<file path="src/rtl/pt_walker.sv">
module pt_walker #(
  parameter int L1_BITS  = 10,
  parameter int L2_BITS  = 10,
  parameter int OFF_BITS = 12,
  parameter int PA_W     = 32
) (
  input  logic                          clk,
  input  logic                          rst_n,
  input  logic                          miss_valid,
  input  logic [L1_BITS+L2_BITS-1:0]    miss_vpn,
  input  logic [PA_W-1:0]               root_base,
  output logic                          busy,
  output logic                          mem_req_valid,
  output logic [PA_W-1:0]               mem_req_addr,
  input  logic                          mem_resp_valid,
  input  logic [PA_W-1:0]               mem_resp_data,
  output logic                          done,
  output logic                          done_fault,
  output logic                          done_large,
  output logic [L1_BITS+L2_BITS-1:0]    done_vpn,
  output logic [PA_W-OFF_BITS-1:0]      done_ppn,
  output logic [OFF_BITS-4:0]           done_attr
);
  localparam int VPN_W  = L1_BITS + L2_BITS;
  localparam int PPN_W  = PA_W - OFF_BITS;
  localparam int ATTR_W = OFF_BITS - 3;

  typedef enum logic [2:0] {
    S_IDLE, S_L1_REQ, S_L1_WAIT, S_L2_REQ, S_L2_WAIT, S_DONE
  } st_t;

  st_t               st;
  logic [VPN_W-1:0]  vpn_q;
  logic [PA_W-1:0]   root_q;
  logic [PA_W-1:0]   l2base_q;
  logic              res_fault, res_large;
  logic [PPN_W-1:0]  res_ppn;
  logic [ATTR_W-1:0] res_attr;

  logic [L1_BITS-1:0] idx1;
  logic [L2_BITS-1:0] idx2;
  logic               pte_ok, pte_leaf;
  logic [PPN_W-1:0]   pte_pn;
  logic [ATTR_W-1:0]  pte_attr;

  assign idx1     = vpn_q[VPN_W-1 -: L1_BITS];
  assign idx2     = vpn_q[L2_BITS-1:0];
  assign pte_ok   = mem_resp_data[0] & mem_resp_data[1];
  assign pte_leaf = mem_resp_data[2];
  assign pte_attr = mem_resp_data[OFF_BITS-1:3];
  assign pte_pn   = mem_resp_data[PA_W-1:OFF_BITS];

  assign busy          = (st != S_IDLE);
  assign done          = (st == S_DONE);
  assign mem_req_valid = (st == S_L1_REQ) || (st == S_L2_REQ);
  assign mem_req_addr  = (st == S_L2_REQ)
                       ? l2base_q + {{(PA_W-L2_BITS-2){1'b0}}, idx2, 2'b00}
                       : root_q   + {{(PA_W-L1_BITS-2){1'b0}}, idx1, 2'b00};

  assign done_fault = res_fault;
  assign done_large = res_large;
  assign done_vpn   = vpn_q;
  assign done_ppn   = res_ppn;
  assign done_attr  = res_attr;

  always_ff @(posedge clk) begin
    if (!rst_n) begin
      st        <= S_IDLE;
      vpn_q     <= '0;
      root_q    <= '0;
      l2base_q  <= '0;
      res_fault <= 1'b0;
      res_large <= 1'b0;
      res_ppn   <= '0;
      res_attr  <= '0;
    end else begin
      case (st)
        S_IDLE: if (miss_valid) begin
          vpn_q  <= miss_vpn;
          root_q <= root_base;
          st     <= S_L1_REQ;
        end
        S_L1_REQ: st <= S_L1_WAIT;
        S_L1_WAIT: if (mem_resp_valid) begin
          if (!pte_ok) begin
            res_fault <= 1'b1;
            res_large <= 1'b0;
            res_ppn   <= '0;
            res_attr  <= '0;
            st        <= S_DONE;
          end else if (pte_leaf) begin
            res_fault <= 1'b0;
            res_large <= 1'b1;
            res_ppn   <= {pte_pn[PPN_W-1:L2_BITS], idx2};
            res_attr  <= pte_attr;
            st        <= S_DONE;
          end else begin
            l2base_q  <= {pte_pn, {OFF_BITS{1'b0}}};
            st        <= S_L2_REQ;
          end
        end
        S_L2_REQ: st <= S_L2_WAIT;
        S_L2_WAIT: if (mem_resp_valid) begin
          res_fault <= !pte_ok;
          res_large <= 1'b0;
          res_ppn   <= pte_ok ? pte_pn : '0;
          res_attr  <= pte_ok ? pte_attr : '0;
          st        <= S_DONE;
        end
        S_DONE: st <= S_IDLE;
        default: st <= S_IDLE;
      endcase
    end
  end
endmodule

</file>
<file path="config.mk">
export PLATFORM = sky130hd
export DESIGN_NAME = pt_walker
export DESIGN_NICKNAME = d
export VERILOG_FILES = /design/src/rtl/pt_walker.sv
export SDC_FILE = /design/constraint.sdc
export NUM_CORES = 1
export LEC_CHECK = 0
export ABC_AREA = 0
export BUFFER_PORTS_ARGS = -buffer_cell sky130_fd_sc_hd__buf_4
export CAP_MARGIN = 20
export CORE_AREA = 4 4 103 105
export DETAILED_ROUTE_END_ITERATION = 10
export DIE_AREA = 0 0 107 109
export PLACE_DENSITY = 0.92
export SKIP_LAST_GASP = 1
export SLEW_MARGIN = 10
export SYNTH_ARGS = -nofsm -noshare
export SYNTH_HDL_FRONTEND = slang
export SYNTH_SLANG_ARGS = --single-unit
</file>
<file path="constraint.sdc">
create_clock -name clk -period 4.35 [get_ports clk]
set_clock_uncertainty 0.15 [all_clocks]
set_input_delay 0.435 -clock clk [delete_from_list [all_inputs] [get_ports clk]]
set_output_delay 0.435 -clock clk [all_outputs]
set_load 0.01 [all_outputs]
</file>
Word level (Yosys, flattened, before mapping)

Cells that the tools add are included.

Mux-type cells: 29
Add/sub/neg operators: 2
Bitwise gates (word level): 2
Reductions and logical operators: 9
Equality and inequality tests: 9

Operators with widths:

| kind                                           | count |
|---|---|
| two-way mux 20 bit                             | 5 |
| adder 32 x 12 -> 32 bit                        | 2 |
| two-way mux 9 bit                              | 5 |
| case mux 20 bit (2 select lines)               | 1 |
| two-way mux 32 bit                             | 1 |
| case mux 9 bit (2 select lines)                | 1 |
| two-way mux 3 bit                              | 5 |
| case mux 3 bit (5 select lines)                | 1 |
| two-way mux 1 bit                              | 8 |
| AND reduction 4 bit                            | 2 |
| == test 3 x 2 -> 1 bit (second input constant) | 2 |
| == test 3 bit (second input constant)          | 2 |
| != test 2 bit (second input constant)          | 3 |
| case mux 1 bit (2 select lines)                | 2 |
| == test 3 x 1 -> 1 bit (second input constant) | 1 |
| logical NOT 3 bit                              | 1 |
| != test 3 bit (second input constant)          | 1 |
| AND reduction 3 bit                            | 1 |
| nonzero test 3 bit                             | 1 |
| AND reduction 2 bit                            | 1 |
| nonzero test 2 bit                             | 1 |
| bitwise AND 1 bit                              | 1 |
| logical NOT 1 bit                              | 1 |
| logical OR 1 bit                               | 1 |
| inverter 1 bit                                 | 1 |

Register bits: 106
Logic and storage cells: 59
Input bits: 88

Logic depth before layout (Yosys ltp)

Depth after elaboration: 4
Gate-level depth with buffers: 8

Worst setup path after synthesis

OpenSTA, ideal clock, no wires.

Kind: flip-flop to output port
Start point: register vpn_q[10] (netlist: done_vpn[10])
End point: output port mem_req_addr[20]
Setup slack: 1376 ps
Stages on the path, launching flop included: 9
Data arrival time: 2389 ps
Path buffers: 0
Cell sequence: dfxtp_1 > ha_1 > fa_1 > a211o_1 > a211o_1 > a21oi_2 > nor3_1 > xnor2_1 > o21ai_0

Longest elaborated chain between the ends: 2

Ends and longest elaborated chain:

| element                 | line | RTL |
|---|---|---|
| start, declared         | 33   | `logic [VPN_W-1:0] vpn_q;` |
| start signal, assigned  | 79   | `vpn_q <= miss_vpn;` |
| adder 32 x 12 -> 32 bit | 58   | `: root_q + {{(PA_W-L1_BITS-2){1'b0}}, idx1, 2'b00};` |
| two-way mux 32 bit      | 57   | `? l2base_q + {{(PA_W-L2_BITS-2){1'b0}}, idx2, 2'b00}` |
| end, declared           | 14   | `output logic [PA_W-1:0] mem_req_addr,` |

Every way passes these cells.

Worst setup path after layout

Start point: register vpn_q[10] (netlist: done_vpn[10])
End point: output port mem_req_addr[18]

The elaborated chain is that of the path after synthesis.

==> results.sh <==
export IMPL_grt_pass1_vias=5037
export IMPL_grt_pass1_wl_microns=24770
export IMPL_layout_drive_gt1_share=0.2428
export IMPL_drv_cap=0
export IMPL_die_h_microns=109
export IMPL_powerDensity_nw_per_um2=310.7
export IMPL_worst_setup_path_type="reg -> out"
export IMPL_synth_edf_count=0
export IMPL_status="finished clean"
export IMPL_gr_total_overflow=0
export IMPL_netlist_area_sq_um=5243
export IMPL_cellLeakagePower_nw=2.702
export IMPL_synth_top_area_cell="dfxtp_1"
export IMPL_timing_fmax_mhz=273.7
export IMPL_setup_viol=0
export IMPL_comb_power_share=0.198
export IMPL_dr_pass1_iters=5
export IMPL_synth_seq_area_share=0.4048
export IMPL_dpl_hpwl_microns=11470
export IMPL_grt_usage=0.2655
export IMPL_worst_slew_pin_slew_ps=976.0
export IMPL_syn_num_nets=780
export IMPL_antenna_cells=0
export IMPL_fin_crit_sh=0.8399
export IMPL_routedWlPerCell_microns=16.26
export IMPL_vias=5248
export IMPL_ys_types=40
export IMPL_fp_row_count=36
export IMPL_peakVddDrop_uv=153.5
export IMPL_numPortBuffers=173
export IMPL_report_final_slew_viol_count=0
export IMPL_period_needed_ps=3654
export IMPL_cts_repair_resized=0
export IMPL_area_growth_synth_to_final_pct=29.62
export IMPL_async_flop_share=0
export IMPL_hold_viol_final=0
export IMPL_io_pins=174
export IMPL_die_width_microns=107
export IMPL_switching_share=0.2972
export IMPL_crit_path_end_kind="output pin"
export IMPL_postSynthAreaPerCell_sq_um=7.698
export IMPL_drt_iter0_drc=323
export IMPL_start_kind="flop"
export IMPL_synth_ff_type="dfxtp_1"
export IMPL_crit_fanout=10
export IMPL_crit_arrival_ps=3070
export IMPL_cts_hold_buffers_added=0
export IMPL_postCtsSetupRepairBufs=0
export IMPL_switchingPower_mw=0.6275
export IMPL_ant_nets=0
export IMPL_synthCells=681
export IMPL_cts_tree="built"
export IMPL_core_sq_um=9639
export IMPL_cts_buffer_depth=2
export IMPL_ys_warn_count=0
export IMPL_clkSinkCount=106
export IMPL_relSlewSlack=0.3493
export IMPL_clk_pin_slew_ps=100
export IMPL_gp_congestion=0.9276
export IMPL_synth_seq_cells=106
export IMPL_synthTopCellsByArea="dfxtp_1, nand2_1, a21boi_0"
export IMPL_hp_class="in -> reg"
export IMPL_fin_total_pwr_mw=2.112
export IMPL_insertion_delay_ps=370
export IMPL_vias_per_cell=5.438
export IMPL_critPathRequiredTime_ps=3760
export IMPL_grt_max_degree=107
export IMPL_drc_errors=0
export IMPL_power_frac_clock=0.300
export IMPL_htreeDepth=3
export IMPL_finalSetupTns_ps=0
export IMPL_seqPwrFrac=0.502
export IMPL_die_area_sq_um=11660
export IMPL_wl_microns=15690
export IMPL_cts_buffers=9
export IMPL_p_int_mw=1.484
export IMPL_grt_setup_unrepaired="no"
export IMPL_holdWs_ps=156.6
export IMPL_synth_top_area_share=0.4048
export IMPL_nets=926
export IMPL_root_buffer="clkbuf_8"
export IMPL_start_util=0.5439
export IMPL_antenna_found_initial=0
export IMPL_utilization=0.7050
[cell usage after synthesis (2+ instances only)]
| library cell | count |
|---|---|
| and2_1 | 4 |
| o21a_1 | 4 |
| o21ai_0 | 25 |
| a211oi_1 | 3 |
| clkbuf_1 | 39 |
| mux2i_1 | 12 |
| buf_2 | 3 |
| nor2_1 | 26 |
| a21oi_1 | 29 |
| xnor2_1 | 19 |
| nor2b_1 | 13 |
| inv_1 | 8 |
| nand4_1 | 4 |
| dfxtp_1 | 106 |
| nand2_1 | 205 |
| a211o_1 | 2 |
| or3_1 | 3 |
| nor3b_1 | 3 |
| nand3_1 | 26 |
| a21o_1 | 2 |
| nand2b_1 | 3 |
| ha_1 | 10 |
| xor2_1 | 6 |
| a31oi_1 | 3 |
| nor3_1 | 16 |
| a21boi_0 | 93 |
[power by group through the flow]
stage	clock network (mW)	logic (mW)	registers, mW
global route	0.679	0.455	1.07
global placement	0	0.403	1.08
CTS	0.637	0.418	1.06
detailed placement	0	0.414	1.08
finish	0.633	0.418	1.06
floorplan	0	0.212	1.07
[metrics by stage]
stage / area, sq um / setup WS [ps] / cells
after floorplan: 5243 / 1376 / 681
after global placement: 6574 / 1167 / 947
after detailed placement: 6581 / 1119 / 948
after CTS: 6783 / 700.6 / 964
after global routing: 6795 / 494.0 / 965
final: 6795 / 696.4 / 965
[per-layer routing]
metal  part of all wire  up-vias  GRT usage  routed length (microns)
li1                   -     2579          -                        -
met1               0.43     2417     0.3382                     6684
met2               0.48      210     0.4501                     7580
met3              0.064       42    0.04085                     1008
met4              0.027        0     0.1132                      419
met5                  0        -          0                        0
[logic make-up (layout without fill, tap and decap cells)]
group	Yosys count	count (layout)	synth area share
buffers and inverters	51	202	0.03723
multiplexers	12	12	0.02291
flip-flops	106	106	0.4048
AO/OA/AOI/OAI	169	169	0.2181
adder cells (fa/ha/maj)	11	11	0.02769
AND/OR/NAND/NOR	307	307	0.2475
XOR/XNOR	25	25	0.04177
[critical path, cell delays in order (launching register included)]
cell and delay, ps:
dfxtp_1 340, ha_1 230, fa_1 430, a211o_1 330, a211o_1 270, a21oi_2 460, nor2_1 130, xnor2_1 150
o21ai_0 190, buf_4 160
[final timing paths]
check / from / to / slack [ps] / cells past startpoint
worst min-delay path: root_base[22] / root_q[22] / 160 / 3
worst max-delay path: done_vpn[10] / mem_req_addr[18] / 700 / 9
worst min register to register: done_ppn[10] / done_ppn[10] / 320 / 2
worst max register to register: st[2] / root_q[4] / 2150 / 4
[final cells by class]
type	count	area, sq um
Clock buffer	9	123.9
Clock inverter	7	77.57
Fill cell	798	2844
Inverter	8	30.03
Multi-Input combinational cell	524	2935
Sequential cell	106	2122
Tap cell	133	166.4
Timing Repair Buffer	178	1340
[state kept, by name (all words and copies together), names as in the netlist]
name	cells
done_attr	9
done_fault	1
done_large	1
done_ppn	20
done_vpn	20
l2base_q	20
root_q	32
st	3
[layout by cell type (no fill, tap or decap), types with 2 or more instances in the layout]
cell type / netlist / final
buf_4: 0 / 177
nand2b_1: 3 / 3
clkinv_2: 0 / 2
xor2_1: 6 / 6
mux2i_1: 12 / 12
a211oi_1: 3 / 3
inv_8: 0 / 2
nor3b_1: 3 / 3
o21a_1: 4 / 4
nor2b_1: 13 / 13
xnor2_1: 19 / 19
a21boi_0: 93 / 93
or3_1: 3 / 3
a211o_1: 2 / 2
inv_1: 8 / 8
nand4_1: 4 / 4
o21ai_0: 25 / 25
clkinvlp_4: 0 / 2
nor2_1: 26 / 25
dfxtp_1: 106 / 106
ha_1: 10 / 10
nand2_1: 205 / 205
nand3_1: 26 / 26
a31oi_1: 3 / 3
clkbuf_8: 0 / 9
nor3_1: 16 / 15
a21oi_1: 29 / 29
and2_1: 4 / 3
Note: power is estimated with default switching activity, not from simulation.
